==> src/rtl/mapper_pkg.sv <==
package mapper_pkg;
  localparam int unsigned CPU_AW    = 16;
  localparam int unsigned PPU_AW    = 14;
  localparam int unsigned PRG_HI_W  = 2;
  localparam int unsigned CHR_HI_W  = 4;
  localparam logic [CPU_AW-1:0] REG_PRG_ADDR  = 16'h7FFD;
  localparam logic [CPU_AW-1:0] REG_CHR0_ADDR = 16'h7FFE;
  localparam logic [CPU_AW-1:0] REG_CHR1_ADDR = 16'h7FFF;
  localparam logic [2:0] RAM_TAG = 3'b011;

  typedef enum logic [1:0] {
    SEL_NONE = 2'd0,
    SEL_PRG  = 2'd1,
    SEL_CHR0 = 2'd2,
    SEL_CHR1 = 2'd3
  } reg_sel_e;
endpackage

==> src/rtl/cpu_decode.sv <==
module cpu_decode
  import mapper_pkg::*;
(
  input  logic [CPU_AW-1:0] cpu_addr_i,
  input  logic              cpu_rw_i,
  output logic              ram_sel_o,
  output logic              ram_wr_o,
  output logic              rom_sel_o,
  output logic              reg_wr_o,
  output reg_sel_e          reg_sel_o
);
  always_comb begin
    ram_sel_o = (cpu_addr_i[15:13] == RAM_TAG);
    ram_wr_o  = ram_sel_o && !cpu_rw_i;
    rom_sel_o = cpu_addr_i[15] && cpu_rw_i;
    unique case (cpu_addr_i)
      REG_PRG_ADDR:  reg_sel_o = SEL_PRG;
      REG_CHR0_ADDR: reg_sel_o = SEL_CHR0;
      REG_CHR1_ADDR: reg_sel_o = SEL_CHR1;
      default:       reg_sel_o = SEL_NONE;
    endcase
    reg_wr_o = !cpu_rw_i && (reg_sel_o != SEL_NONE);
  end

  // register writes are always RAM writes too
  always_comb begin
    assert_reg_in_ram_R6: assert (!reg_wr_o || ram_wr_o);
  end
endmodule

==> src/rtl/bank_regs.sv <==
module bank_regs
  import mapper_pkg::*;
#(
  parameter int unsigned PRG_W = 2
) (
  input  logic                clk_i,
  input  logic                rst_ni,
  input  logic                reg_wr_i,
  input  reg_sel_e            reg_sel_i,
  input  logic [7:0]          data_i,
  output logic [PRG_W-1:0]    prg_bank_o,
  output logic [CHR_HI_W-1:0] chr0_bank_o,
  output logic [CHR_HI_W-1:0] chr1_bank_o
);
  logic unused_data_hi;
  assign unused_data_hi = ^data_i[7:CHR_HI_W];

  always_ff @(posedge clk_i or negedge rst_ni) begin
    if (!rst_ni) begin
      prg_bank_o  <= '0;
      chr0_bank_o <= '0;
      chr1_bank_o <= '0;
    end else if (reg_wr_i) begin
      unique case (reg_sel_i)
        SEL_PRG:  prg_bank_o  <= data_i[PRG_W-1:0];
        SEL_CHR0: chr0_bank_o <= data_i[CHR_HI_W-1:0];
        SEL_CHR1: chr1_bank_o <= data_i[CHR_HI_W-1:0];
        default: ;
      endcase
    end
  end

  assert_prg_load_R3: assert property (@(posedge clk_i) disable iff (!rst_ni)
    (reg_wr_i && reg_sel_i == SEL_PRG) |=> prg_bank_o == $past(data_i[PRG_W-1:0]));
  assert_chr0_load_R4: assert property (@(posedge clk_i) disable iff (!rst_ni)
    (reg_wr_i && reg_sel_i == SEL_CHR0) |=> chr0_bank_o == $past(data_i[CHR_HI_W-1:0]));
  assert_chr1_load_R5: assert property (@(posedge clk_i) disable iff (!rst_ni)
    (reg_wr_i && reg_sel_i == SEL_CHR1) |=> chr1_bank_o == $past(data_i[CHR_HI_W-1:0]));
  assert_hold_R7: assert property (@(posedge clk_i) disable iff (!rst_ni)
    !reg_wr_i |=> ($stable(prg_bank_o) && $stable(chr0_bank_o) && $stable(chr1_bank_o)));
endmodule

==> src/rtl/chr_window.sv <==
module chr_window
  import mapper_pkg::*;
(
  input  logic [PPU_AW-1:0]   ppu_addr_i,
  input  logic [CHR_HI_W-1:0] chr0_bank_i,
  input  logic [CHR_HI_W-1:0] chr1_bank_i,
  output logic                chr_ce_o,
  output logic [CHR_HI_W-1:0] chr_addr_hi_o,
  output logic                nt_a10_o
);
  logic unused_ppu_lo;
  assign unused_ppu_lo = ^ppu_addr_i[10:0];

  always_comb begin
    chr_ce_o      = !ppu_addr_i[13];
    chr_addr_hi_o = ppu_addr_i[12] ? chr1_bank_i : chr0_bank_i;
    nt_a10_o      = ppu_addr_i[11];  // horizontal mirroring: nametables stacked
  end
endmodule

==> src/rtl/ram_overlay_mapper.sv <==
module ram_overlay_mapper
  import mapper_pkg::*;
#(
  parameter int unsigned PRG_KIB = 128
) (
  input  logic              clk_i,
  input  logic              rst_ni,
  input  logic [15:0]       cpu_addr_i,
  input  logic [7:0]        cpu_data_i,
  input  logic              cpu_rw_i,
  input  logic [13:0]       ppu_addr_i,
  output logic              ram_ce_o,
  output logic              ram_we_o,
  output logic              prg_ce_o,
  output logic [1:0]        prg_addr_hi_o,
  output logic              chr_ce_o,
  output logic [3:0]        chr_addr_hi_o,
  output logic              nt_a10_o
);
  localparam int unsigned PRG_W = (PRG_KIB > 64) ? 2 : 1;

  logic          reg_wr;
  reg_sel_e      reg_sel;
  logic [PRG_W-1:0]    prg_bank;
  logic [CHR_HI_W-1:0] chr0_bank, chr1_bank;

  cpu_decode u_dec (
    .cpu_addr_i (cpu_addr_i),
    .cpu_rw_i   (cpu_rw_i),
    .ram_sel_o  (ram_ce_o),
    .ram_wr_o   (ram_we_o),
    .rom_sel_o  (prg_ce_o),
    .reg_wr_o   (reg_wr),
    .reg_sel_o  (reg_sel)
  );

  bank_regs #(.PRG_W(PRG_W)) u_regs (
    .clk_i       (clk_i),
    .rst_ni      (rst_ni),
    .reg_wr_i    (reg_wr),
    .reg_sel_i   (reg_sel),
    .data_i      (cpu_data_i),
    .prg_bank_o  (prg_bank),
    .chr0_bank_o (chr0_bank),
    .chr1_bank_o (chr1_bank)
  );

  generate
    if (PRG_W == 2) begin : g_prg128
      assign prg_addr_hi_o = prg_bank;
    end else begin : g_prg64
      assign prg_addr_hi_o = {1'b0, prg_bank};
    end
  endgenerate

  chr_window u_chr (
    .ppu_addr_i    (ppu_addr_i),
    .chr0_bank_i   (chr0_bank),
    .chr1_bank_i   (chr1_bank),
    .chr_ce_o      (chr_ce_o),
    .chr_addr_hi_o (chr_addr_hi_o),
    .nt_a10_o      (nt_a10_o)
  );

  assert_ram_range_R1: assert property (@(posedge clk_i) disable iff (!rst_ni)
    ram_we_o |-> (ram_ce_o && !cpu_rw_i && cpu_addr_i[15:13] == 3'b011));
  assert_sel_excl_R2: assert property (@(posedge clk_i) disable iff (!rst_ni)
    !(ram_ce_o && prg_ce_o));
  assert_rom_no_write_R2: assert property (@(posedge clk_i) disable iff (!rst_ni)
    !cpu_rw_i |-> !prg_ce_o);
  assert_reg_read_R6: assert property (@(posedge clk_i) disable iff (!rst_ni)
    (cpu_rw_i && ram_ce_o) |=> $stable(prg_addr_hi_o));
endmodule

==> config.mk <==
export PLATFORM = sky130hd
export DESIGN_NAME = ram_overlay_mapper
export DESIGN_NICKNAME = d
export VERILOG_FILES = /design/src/rtl/mapper_pkg.sv /design/src/rtl/cpu_decode.sv /design/src/rtl/bank_regs.sv /design/src/rtl/chr_window.sv /design/src/rtl/ram_overlay_mapper.sv
export SDC_FILE = /design/constraint.sdc
export NUM_CORES = 1
export LEC_CHECK = 0
export BUFFER_PORTS_ARGS = -buffer_cell sky130_fd_sc_hd__buf_2
export CAP_MARGIN = 0
export CORE_MARGIN = 1
export CORE_UTILIZATION = 30
export DETAILED_ROUTE_END_ITERATION = 12
export PLACE_DENSITY = 0.81
export SLEW_MARGIN = 20
export SYNTH_ARGS = -nofsm -noshare
export SYNTH_HDL_FRONTEND = slang
export SYNTH_HIERARCHICAL = 1
export SYNTH_SLANG_ARGS = --single-unit
==> constraint.sdc <==
create_clock -name clk_i -period 1 [get_ports clk_i]
set_input_delay 0.1 -clock clk_i [delete_from_list [all_inputs] [get_ports clk_i]]
set_output_delay 0.1 -clock clk_i [all_outputs]
set_load 0.05 [all_outputs]
== Word-level counts from Yosys, hierarchy flattened ==
Index checks and enable logic that the tools add are counted.
Word-level totals
  input port bits: 41
  flip-flop bits (word level): 10
Operators by class
  reduce and logical (&&, ||, !) cells: 9
  mux-type cells: 2
  equal/unequal tests: 7
Operators with widths (count)
  $eq 16x15->1 const B: 3
  $pmux 2 s3: 1
  $reduce_and 2->1: 3
  $eq 2x2->1 const B: 2
  $mux 4: 1
  $eq 3x2->1 const B: 1
  $logic_and 1x1->1: 3
  $eq 2x1->1 const B: 1
  $logic_not 1->1: 2
  $reduce_bool 2->1: 1

== Depth between registers and ports, before layout ==
Gate-level depths: netlist of run 1.
  depth in word-level cells: 5
  gate-level depth with buffers: 5

== Modules after synthesis ==
Netlist of run 1, hierarchy kept.
Modules (own cells, without submodules)
  bank_regs: cells an instance 23, seq. area each 250.2 sq um, instances 1, area each 382.9 sq um
  cpu_decode: cells an instance 12, seq. area each 0.0 sq um, instances 1, area each 95.1 sq um
  chr_window: cells an instance 6, seq. area each 0.0 sq um, instances 1, area each 56.3 sq um

== Least setup slack after synthesis of run 1 ==
Ideal clock, no wire load.
  kind: input port to flip-flop
  start: input cpu_addr_i[9]
  end: register u_regs.chr0_bank_o[0]
  path slack: -314 ps
  required time: 875 ps
  cell stages on the path: 5
  data arrival time: 1189 ps
  cells stage by stage: nand4_1 -> nor4_2 -> nor3b_2 -> nand3b_1 -> mux2_2
On the way
  cells in the longest elaborated chain, start to end: 5
  elaborated cells on any way between the ends: 8
  classes of those cells: eq/ne: 4; mux: 1; reduce/logical: 3
Ends and longest elaborated chain
  from (decl): line ram_overlay_mapper.sv:8  | input logic [15:0] cpu_addr_i,
  $eq 16x15->1: line cpu_decode.sv:16  | unique case (cpu_addr_i)
  $pmux 2 s3 (*): line cpu_decode.sv:16
  $reduce_bool 2->1 (*): line cpu_decode.sv:22  | reg_wr_o = !cpu_rw_i && (reg_sel_o != SEL_NONE);
  $logic_and 1x1->1 (*): line cpu_decode.sv:22
  named net reg_wr: line ram_overlay_mapper.sv:22  | logic reg_wr;
  $reduce_and 2->1 (no line) (*)
  to (signal assigned): line bank_regs.sv:26  | SEL_CHR0: chr0_bank_o <= data_i[CHR_HI_W-1:0];
  to (decl): line bank_regs.sv:12  | output logic [CHR_HI_W-1:0] chr0_bank_o,
The timed path passes the listed nets; every way through them passes the cells marked *.
A chain may end at the register's enable or synchronous reset.

== Worst setup path in the final report of run 1 ==
  start: input cpu_addr_i[9]
  end: register u_regs.chr1_bank_o[0]
On the way
  cells in the longest elaborated chain, start to end: 5
  elaborated cells on any way between the ends: 8
  classes of those cells: eq/ne: 4; mux: 1; reduce/logical: 3
Ends and longest elaborated chain
  $eq 16x15->1: line cpu_decode.sv:16
  $pmux 2 s3 (*): line cpu_decode.sv:16
  $reduce_bool 2->1 (*): line cpu_decode.sv:22
  $logic_and 1x1->1 (*): line cpu_decode.sv:22
  named net reg_wr: line ram_overlay_mapper.sv:22
  $reduce_and 2->1 (no line) (*)
  to (signal assigned): line bank_regs.sv:27  | SEL_CHR1: chr1_bank_o <= data_i[CHR_HI_W-1:0];
  to (decl): line bank_regs.sv:13  | output logic [CHR_HI_W-1:0] chr1_bank_o
Marks and branches as above.

==> impl_metrics.py, run 1 <==
metrics = {
    "outcome": {
        "run_status": "complete, but fails checks",
        "violations": "setup timing",
    },
    "worst_setup_path": {
        "cp.buffers_inverters": 2,
        "reg2regPathDepth": 2,
        "critPathMaxFanout": 4,
        "endpoint_type_of_the_worst_setup_path": "flip-flop",
        "cp_data_arrival_time_ns": 1.48,
        "worstReg2RegStart": "u_regs/chr1_bank_o[0]$_DFFE_PN0P_",
        "crit_cells": 7,
        "ff2ff_setup_slack_ns": 0.13,
        "critical_path.cell_chain": "buf_2, nand4_1, nor4_4, nor3b_4, buf_6, nand3_4, mux2_4",
        "crit-reg2reg-capture": "u_regs/chr1_bank_o[0]$_DFFE_PN0P_",
        "cpMaxStageDelayCell": "nor4_4",
        "worst_path_dominant_cell_family": "simple AND/OR/NAND/NOR gates",
        "crit_required_ns": 1.14,
        "kind_of_critical_path": "in -> reg",
        "startpoint_type": "primary input",
        "crit_path_max_incr_delay_ns": 0.34,
    },
    "sta": {
        "achievable-frequency_ghz": 0.748,
        "drv_slew": 0,
        "final-setup-viol-count": 14,
        "slew_headroom": 0.839,
        "worst_clock_skew_ns": 0,
        "timing.final.hold_violations": 0,
        "fin_ws_ns": -0.337,
        "timing.final.crit_period_ns": 1.34,
        "worst_slew_pin_slew_ns": 0.239,
        "final.period_utilization": 1.34,
        "unrepaired_setup_endpoints_after_global_routing": "true",
        "fin_tns_setup_ns": -3.81,
    },
    "logic_synthesis": {
        "synth.distinct_cells": 13,
        "compound_gate_fraction_of_synth_area": 0,
        "yosysWarnings": 6,
        "mappedNetlistArea_sq_um": 534,
        "synth_simple_gate_area_frac": 0.208,
        "post_synth_xor_area_fraction": 0,
        "syn_inst": 41,
        "yosys.area_share.adder": 0,
        "synth.net_count": 82,
        "number_of_storage_elements_in_the_synthesis_netlist": 10,
        "synthMuxAreaShare": 0.295,
        "synth-seq-area-share": 0.468,
        "main_combinational_cell_family_by_area_after_synthesis": "multiplexers",
        "avgSynthCellArea_sq_um": 13.0,
    },
    "placed_design": {
        "numPortBuffers": 34,
        "gp_congestion": 0.693,
        "pre_cts_ws_ns": -0.587,
    },
    "detailed_routing": {
        "first_pass_iters": 5,
        "post_detailed_route_drc_marker_count": 0,
        "routed_wl_mm": 1.50,
        "vias_after_detailed_routing": 493,
        "routed_via_count_divided_by_cell_count": 5.03,
        "iteration_0_drc_count_of_the_detailed_router": 4,
        "wire_per_inst_microns": 15.3,
        "final_antenna_net_count": 0,
    },
    "clocking": {
        "clk_latency_ns": 0.26,
        "clk_pin_slew_ns": 0.06,
        "cts_tree": "built",
        "cts_root_buf": "clkbuf_4",
        "tritoncts_num_sinks": 10,
        "cts_buffer_depth": 2,
        "cts-buffers-inserted": 3,
        "htree_num_levels": 1,
    },
    "global_routing": {
        "grt_pass1_wl_mm": 2.24,
        "grt_start_max_net_pins": 11,
        "globalRoute.totalOverflow": 0,
        "groute.usage.overall": 0.166,
        "grt_antenna_before_repair": 0,
        "via_count_of_the_first_global_routing_pass": 539,
    },
    "finish": {
        "design.final.nets": 125,
        "final_common_cell": "buf_2",
        "area_growth_syn_to_layout_pct": 67.2,
        "post_route_cells_drive_above_1_share": 0.756,
        "number_of_diodes": 0,
        "mostFrequentLayoutCells": "buf_2 (26), dfrtp_1 (10), mux2_2 (9), buf_6 (6), mux2_4 (5)",
    },
    "power_and_ir_drop": {
        "vdd_ir_drop_max_v": 0.000590,
        "power_density_over_the_cells_nw_per_um2": 900,
        "leakagePower_nw": 0.500,
    },
    "hold_path": {
        "worstHoldEndpoint": "u_regs/chr0_bank_o[3]$_DFFE_PN0P_",
        "hold_start": "cpu_data_i[3]",
        "hold_path.class": "in -> reg",
        "hold-path-cell-count": 2,
    },
    "floorplanning": {
        "dieWidth_microns": 44.2,
        "design.die.area_sq_um": 1950,
        "pin_count": 52,
        "placement_rows": 14,
        "floorplan.initialDensity": 0.339,
        "die_height_microns": 44.2,
        "core_outline_area_sq_um": 1580,
    },
    "flow_run": {
        "drv_cap": 0,
    },
}
-- stage by stage --
step | hold slack, ns | instances | util | total power [W] | cell area, sq um
2_1_floorplan | -0.196 | 41 | - | 0.000463 | 537
3_3_place_gp | -0.0338 | 92 | 0.466 | 0.000525 | 734
3_5_place_dp | -0.0320 | 92 | 0.466 | 0.000529 | 734
4_1_cts | 0.0769 | 97 | 0.541 | 0.000808 | 853
5_1_grt | 0.0944 | 98 | 0.567 | 0.000835 | 893
6_report | 0.0853 | 98 | 0.567 | 0.000804 | 893
-- routing by layer --
metal | vias up | GRT usage | wire (microns)
met2 | 17 | 0.321 | 901
met3 | 6 | 0.0694 | 68
li1 | 230 | - | -
met4 | 0 | 0.0788 | 49
met5 | - | 0 | 0
met1 | 240 | 0.144 | 477
-- logic make-up after synthesis --
logic type             after synthesis
multiplexers                        14
buffers and inverters                3
AND/OR/NAND/NOR                     14
flip-flops                          10
-- area by class of cell --
cell class,instances,area (sq um)
timing repair buffer,39,275
tap,16,20.0
fill,143,683
inverter,2,7.51
clock buffer,3,22.5
multi-input combinational,28,318
sequential,10,250
-- sequential cells by signal (all words and copies together), names as in the netlist --
name,flops
u_regs/chr0_bank_o,4
u_regs/prg_bank_o,2
u_regs/chr1_bank_o,4
-- synthesized netlist by cell type, drive strengths merged --
library cell | number | area (sq um)
and2 | 3 | 21.3
nand3 | 2 | 10.0
nand4 | 2 | 12.5
nor3b | 1 | 12.5
nor4 | 1 | 12.5
inv | 2 | 7.51
mux2 | 14 | 158
nand3b | 3 | 35.0
buf | 1 | 7.51
dfrtp | 10 | 250
nor2 | 2 | 7.51
-- what timing repair did --
action,in CTS,in global routing
resized for setup,18,7
hold buffers,1,0
hold endpoints to repair,10,0
endpoints found under the setup margin,14,14
pin swaps,3,2
setup buffers,1,1
-- worst max path at each step --
stage / end / start / slack, ns
finish: u_regs/chr1_bank_o[0]$_DFFE_PN0P_ / cpu_addr_i[9] / -0.34
global route: u_regs/chr1_bank_o[1]$_DFFE_PN0P_ / cpu_addr_i[5] / -0.41
CTS: u_regs/chr0_bank_o[2]$_DFFE_PN0P_ / cpu_addr_i[5] / -0.28
detailed placement: u_regs/chr1_bank_o[3]$_DFFE_PN0P_ / cpu_addr_i[15] / -0.59
global placement: u_regs/chr1_bank_o[0]$_DFFE_PN0P_ / cpu_addr_i[15] / -0.53
floorplan: u_regs/chr1_bank_o[0]$_DFFE_PN0P_ / cpu_addr_i[9] / -0.31
-- report_power, final --
| part | leakage, nW | switching [W] | internal [W] | total, W |
|---|---|---|---|---|
| clock network | 0.0138 | 0.000122 | 0.000138 | 0.000261 |
| registers | 0.140 | 0.00000000000641 | 0.000405 | 0.000405 |
| logic | 0.347 | 0.0000737 | 0.0000646 | 0.000138 |
| total | 0.500 | 0.000196 | 0.000608 | 0.000804 |
Note: power is estimated with default switching activity, not from simulation.
==> run 2: changes to the inputs <==
--- a/config.mk
+++ b/config.mk
@@ -11,6 +11,7 @@
 export CORE_UTILIZATION = 30
 export DETAILED_ROUTE_END_ITERATION = 12
 export PLACE_DENSITY = 0.81
+export SKIP_CTS_REPAIR_TIMING = 1
 export SLEW_MARGIN = 20
 export SYNTH_ARGS = -nofsm -noshare
 export SYNTH_HDL_FRONTEND = slang
==> impl_metrics.py, run 2 (synthesized netlist as in run 1, its figures left out) <==
metrics = {
    "detailed_routing": {
        "routed_via_count_divided_by_cell_count": 4.99,
        "first_pass_iters": 5,
        "final_antenna_net_count": 0,
        "vias_after_detailed_routing": 484,
        "post_detailed_route_drc_marker_count": 0,
        "wire_per_inst_microns": 13.7,
        "iteration_0_drc_count_of_the_detailed_router": 5,
        "routed_wl_mm": 1.33,
    },
    "hold_path": {
        "hold_path.class": "in -> reg",
    },
    "finish": {
        "design.final.nets": 124,
        "fillCellCount": 140,
        "number_of_diodes": 0,
        "post_route_cells_drive_above_1_share": 0.765,
        "final_core_utilization": 0.549,
        "final_common_cell": "buf_2",
        "final-instance-count-excl-fill": 97,
        "top_regs": "u_regs/chr0_bank_o (4), u_regs/chr1_bank_o (4), u_regs/prg_bank_o (2)",
        "mostFrequentLayoutCells": "buf_2 (27), mux2_2 (11), dfrtp_1 (10), buf_6 (6)",
        "area_growth_syn_to_layout_pct": 62.1,
    },
    "worst_setup_path": {
        "endpoint_type_of_the_worst_setup_path": "flip-flop",
        "critical_path.cell_chain": "buf_2, nand3b_4, nor4_4, nor3b_4, buf_4, nand3_4, mux2_4",
        "crit_required_ns": 1.14,
        "cp.buffers_inverters": 2,
        "critPathMaxFanout": 4,
        "worst_path_dominant_cell_family": "simple AND/OR/NAND/NOR gates",
        "crit_path_max_incr_delay_ns": 0.31,
        "startpoint_type": "primary input",
        "cp_data_arrival_time_ns": 1.45,
        "kind_of_critical_path": "in -> reg",
        "cpMaxStageDelayCell": "mux2_4",
    },
    "sta": {
        "worst_clock_skew_ns": 0,
        "unrepaired_setup_endpoints_after_global_routing": "true",
        "achievable-frequency_ghz": 0.764,
        "final-setup-viol-count": 14,
        "drv_slew": 0,
        "final.period_utilization": 1.31,
        "timing.final.crit_period_ns": 1.31,
        "slew_headroom": 0.827,
        "worst_hold_slack_ns": 0.0894,
        "fin_tns_setup_ns": -3.56,
        "timing.final.hold_violations": 0,
        "worst_slew_pin_slew_ns": 0.257,
        "fin_ws_ns": -0.309,
    },
    "clocking": {
        "cts_tree": "built",
        "cts_root_buf": "clkbuf_4",
        "cts_buffer_depth": 2,
        "tritoncts_num_sinks": 10,
        "clk_pin_slew_ns": 0.06,
        "cts-buffers-inserted": 3,
        "clk_latency_ns": 0.25,
        "htree_num_levels": 1,
    },
    "floorplanning": {
        "floorplan.initialDensity": 0.339,
        "die_height_microns": 44.2,
        "design.die.area_sq_um": 1950,
        "dieWidth_microns": 44.2,
        "placement_rows": 14,
        "pin_count": 52,
        "core_outline_area_sq_um": 1580,
    },
    "flow_run": {
        "drv_cap": 0,
    },
    "global_routing": {
        "grt_pass1_wl_mm": 1.93,
        "groute.usage.overall": 0.140,
        "globalRoute.totalOverflow": 0,
        "grt_antenna_before_repair": 0,
        "grt_start_max_net_pins": 11,
        "via_count_of_the_first_global_routing_pass": 481,
    },
    "placed_design": {
        "post-place-cells": 92,
        "numPortBuffers": 34,
        "gp_congestion": 0.693,
        "pre_cts_ws_ns": -0.587,
    },
    "power_and_ir_drop": {
        "power_density_over_the_cells_nw_per_um2": 918,
        "vdd_ir_drop_max_v": 0.000595,
        "leakagePower_nw": 0.486,
    },
    "outcome": {
        "violations": "setup timing",
        "run_status": "complete, but fails checks",
    },
}
==> run 2: per-stage QoR <==
step	instance area (sq um)	power, W
2_1_floorplan	537	0.000463
3_3_place_gp	734	0.000525
3_5_place_dp	734	0.000529
4_1_cts	757	0.000794
5_1_grt	866	0.000830
6_report	866	0.000795
==> run 2: final cells by class <==
cell class	count	area, sq um	share of cell area
multi-input combinational	28	315	0.364
sequential	10	250	0.289
timing repair buffer	38	250	0.289
clock buffer	3	22.5	0.0260
tap	16	20.0	0.0231
inverter	2	7.51	0.00867
==> run 2: final timing paths <==
kind | end | slack, ns | cells after the start | start
worst max-delay path | u_regs/chr1_bank_o[3]$_DFFE_PN0P_ | -0.31 | 7 | cpu_addr_i[15]
worst min-delay path | u_regs/chr1_bank_o[2]$_DFFE_PN0P_ | 0.09 | 2 | cpu_data_i[2]
worst max register to register | u_regs/chr0_bank_o[3]$_DFFE_PN0P_ | 0.24 | 1 | u_regs/chr0_bank_o[3]$_DFFE_PN0P_
worst min register to register | u_regs/prg_bank_o[1]$_DFFE_PN0P_ | 0.50 | 1 | u_regs/prg_bank_o[1]$_DFFE_PN0P_
max in group asynchronous | u_regs/chr1_bank_o[3]$_DFFE_PN0P_ | 0.58 | 2 | rst_ni
min in group asynchronous | u_regs/prg_bank_o[1]$_DFFE_PN0P_ | 0.24 | 2 | rst_ni
==> run 2: power by group <==
| part | switching, W | total (W) | internal [W] |
|---|---|---|---|
| Combinational | 0.0000701 | 0.000132 | 0.0000621 |
| Clock | 0.000120 | 0.000258 | 0.000138 |
| Sequential | 0.00000000000659 | 0.000405 | 0.000405 |
==> run 2: per-layer routing <==
metal  part of all wire  GRT usage  vias to the layer above  wire length [microns]
met1               0.38      0.131                      241                    500
met2               0.59      0.265                       11                    781
li1                   -          -                      232                      -
met3              0.038     0.0612                        0                     50
met5                  0          0                        -                      0
met4                  0     0.0485                        0                      0
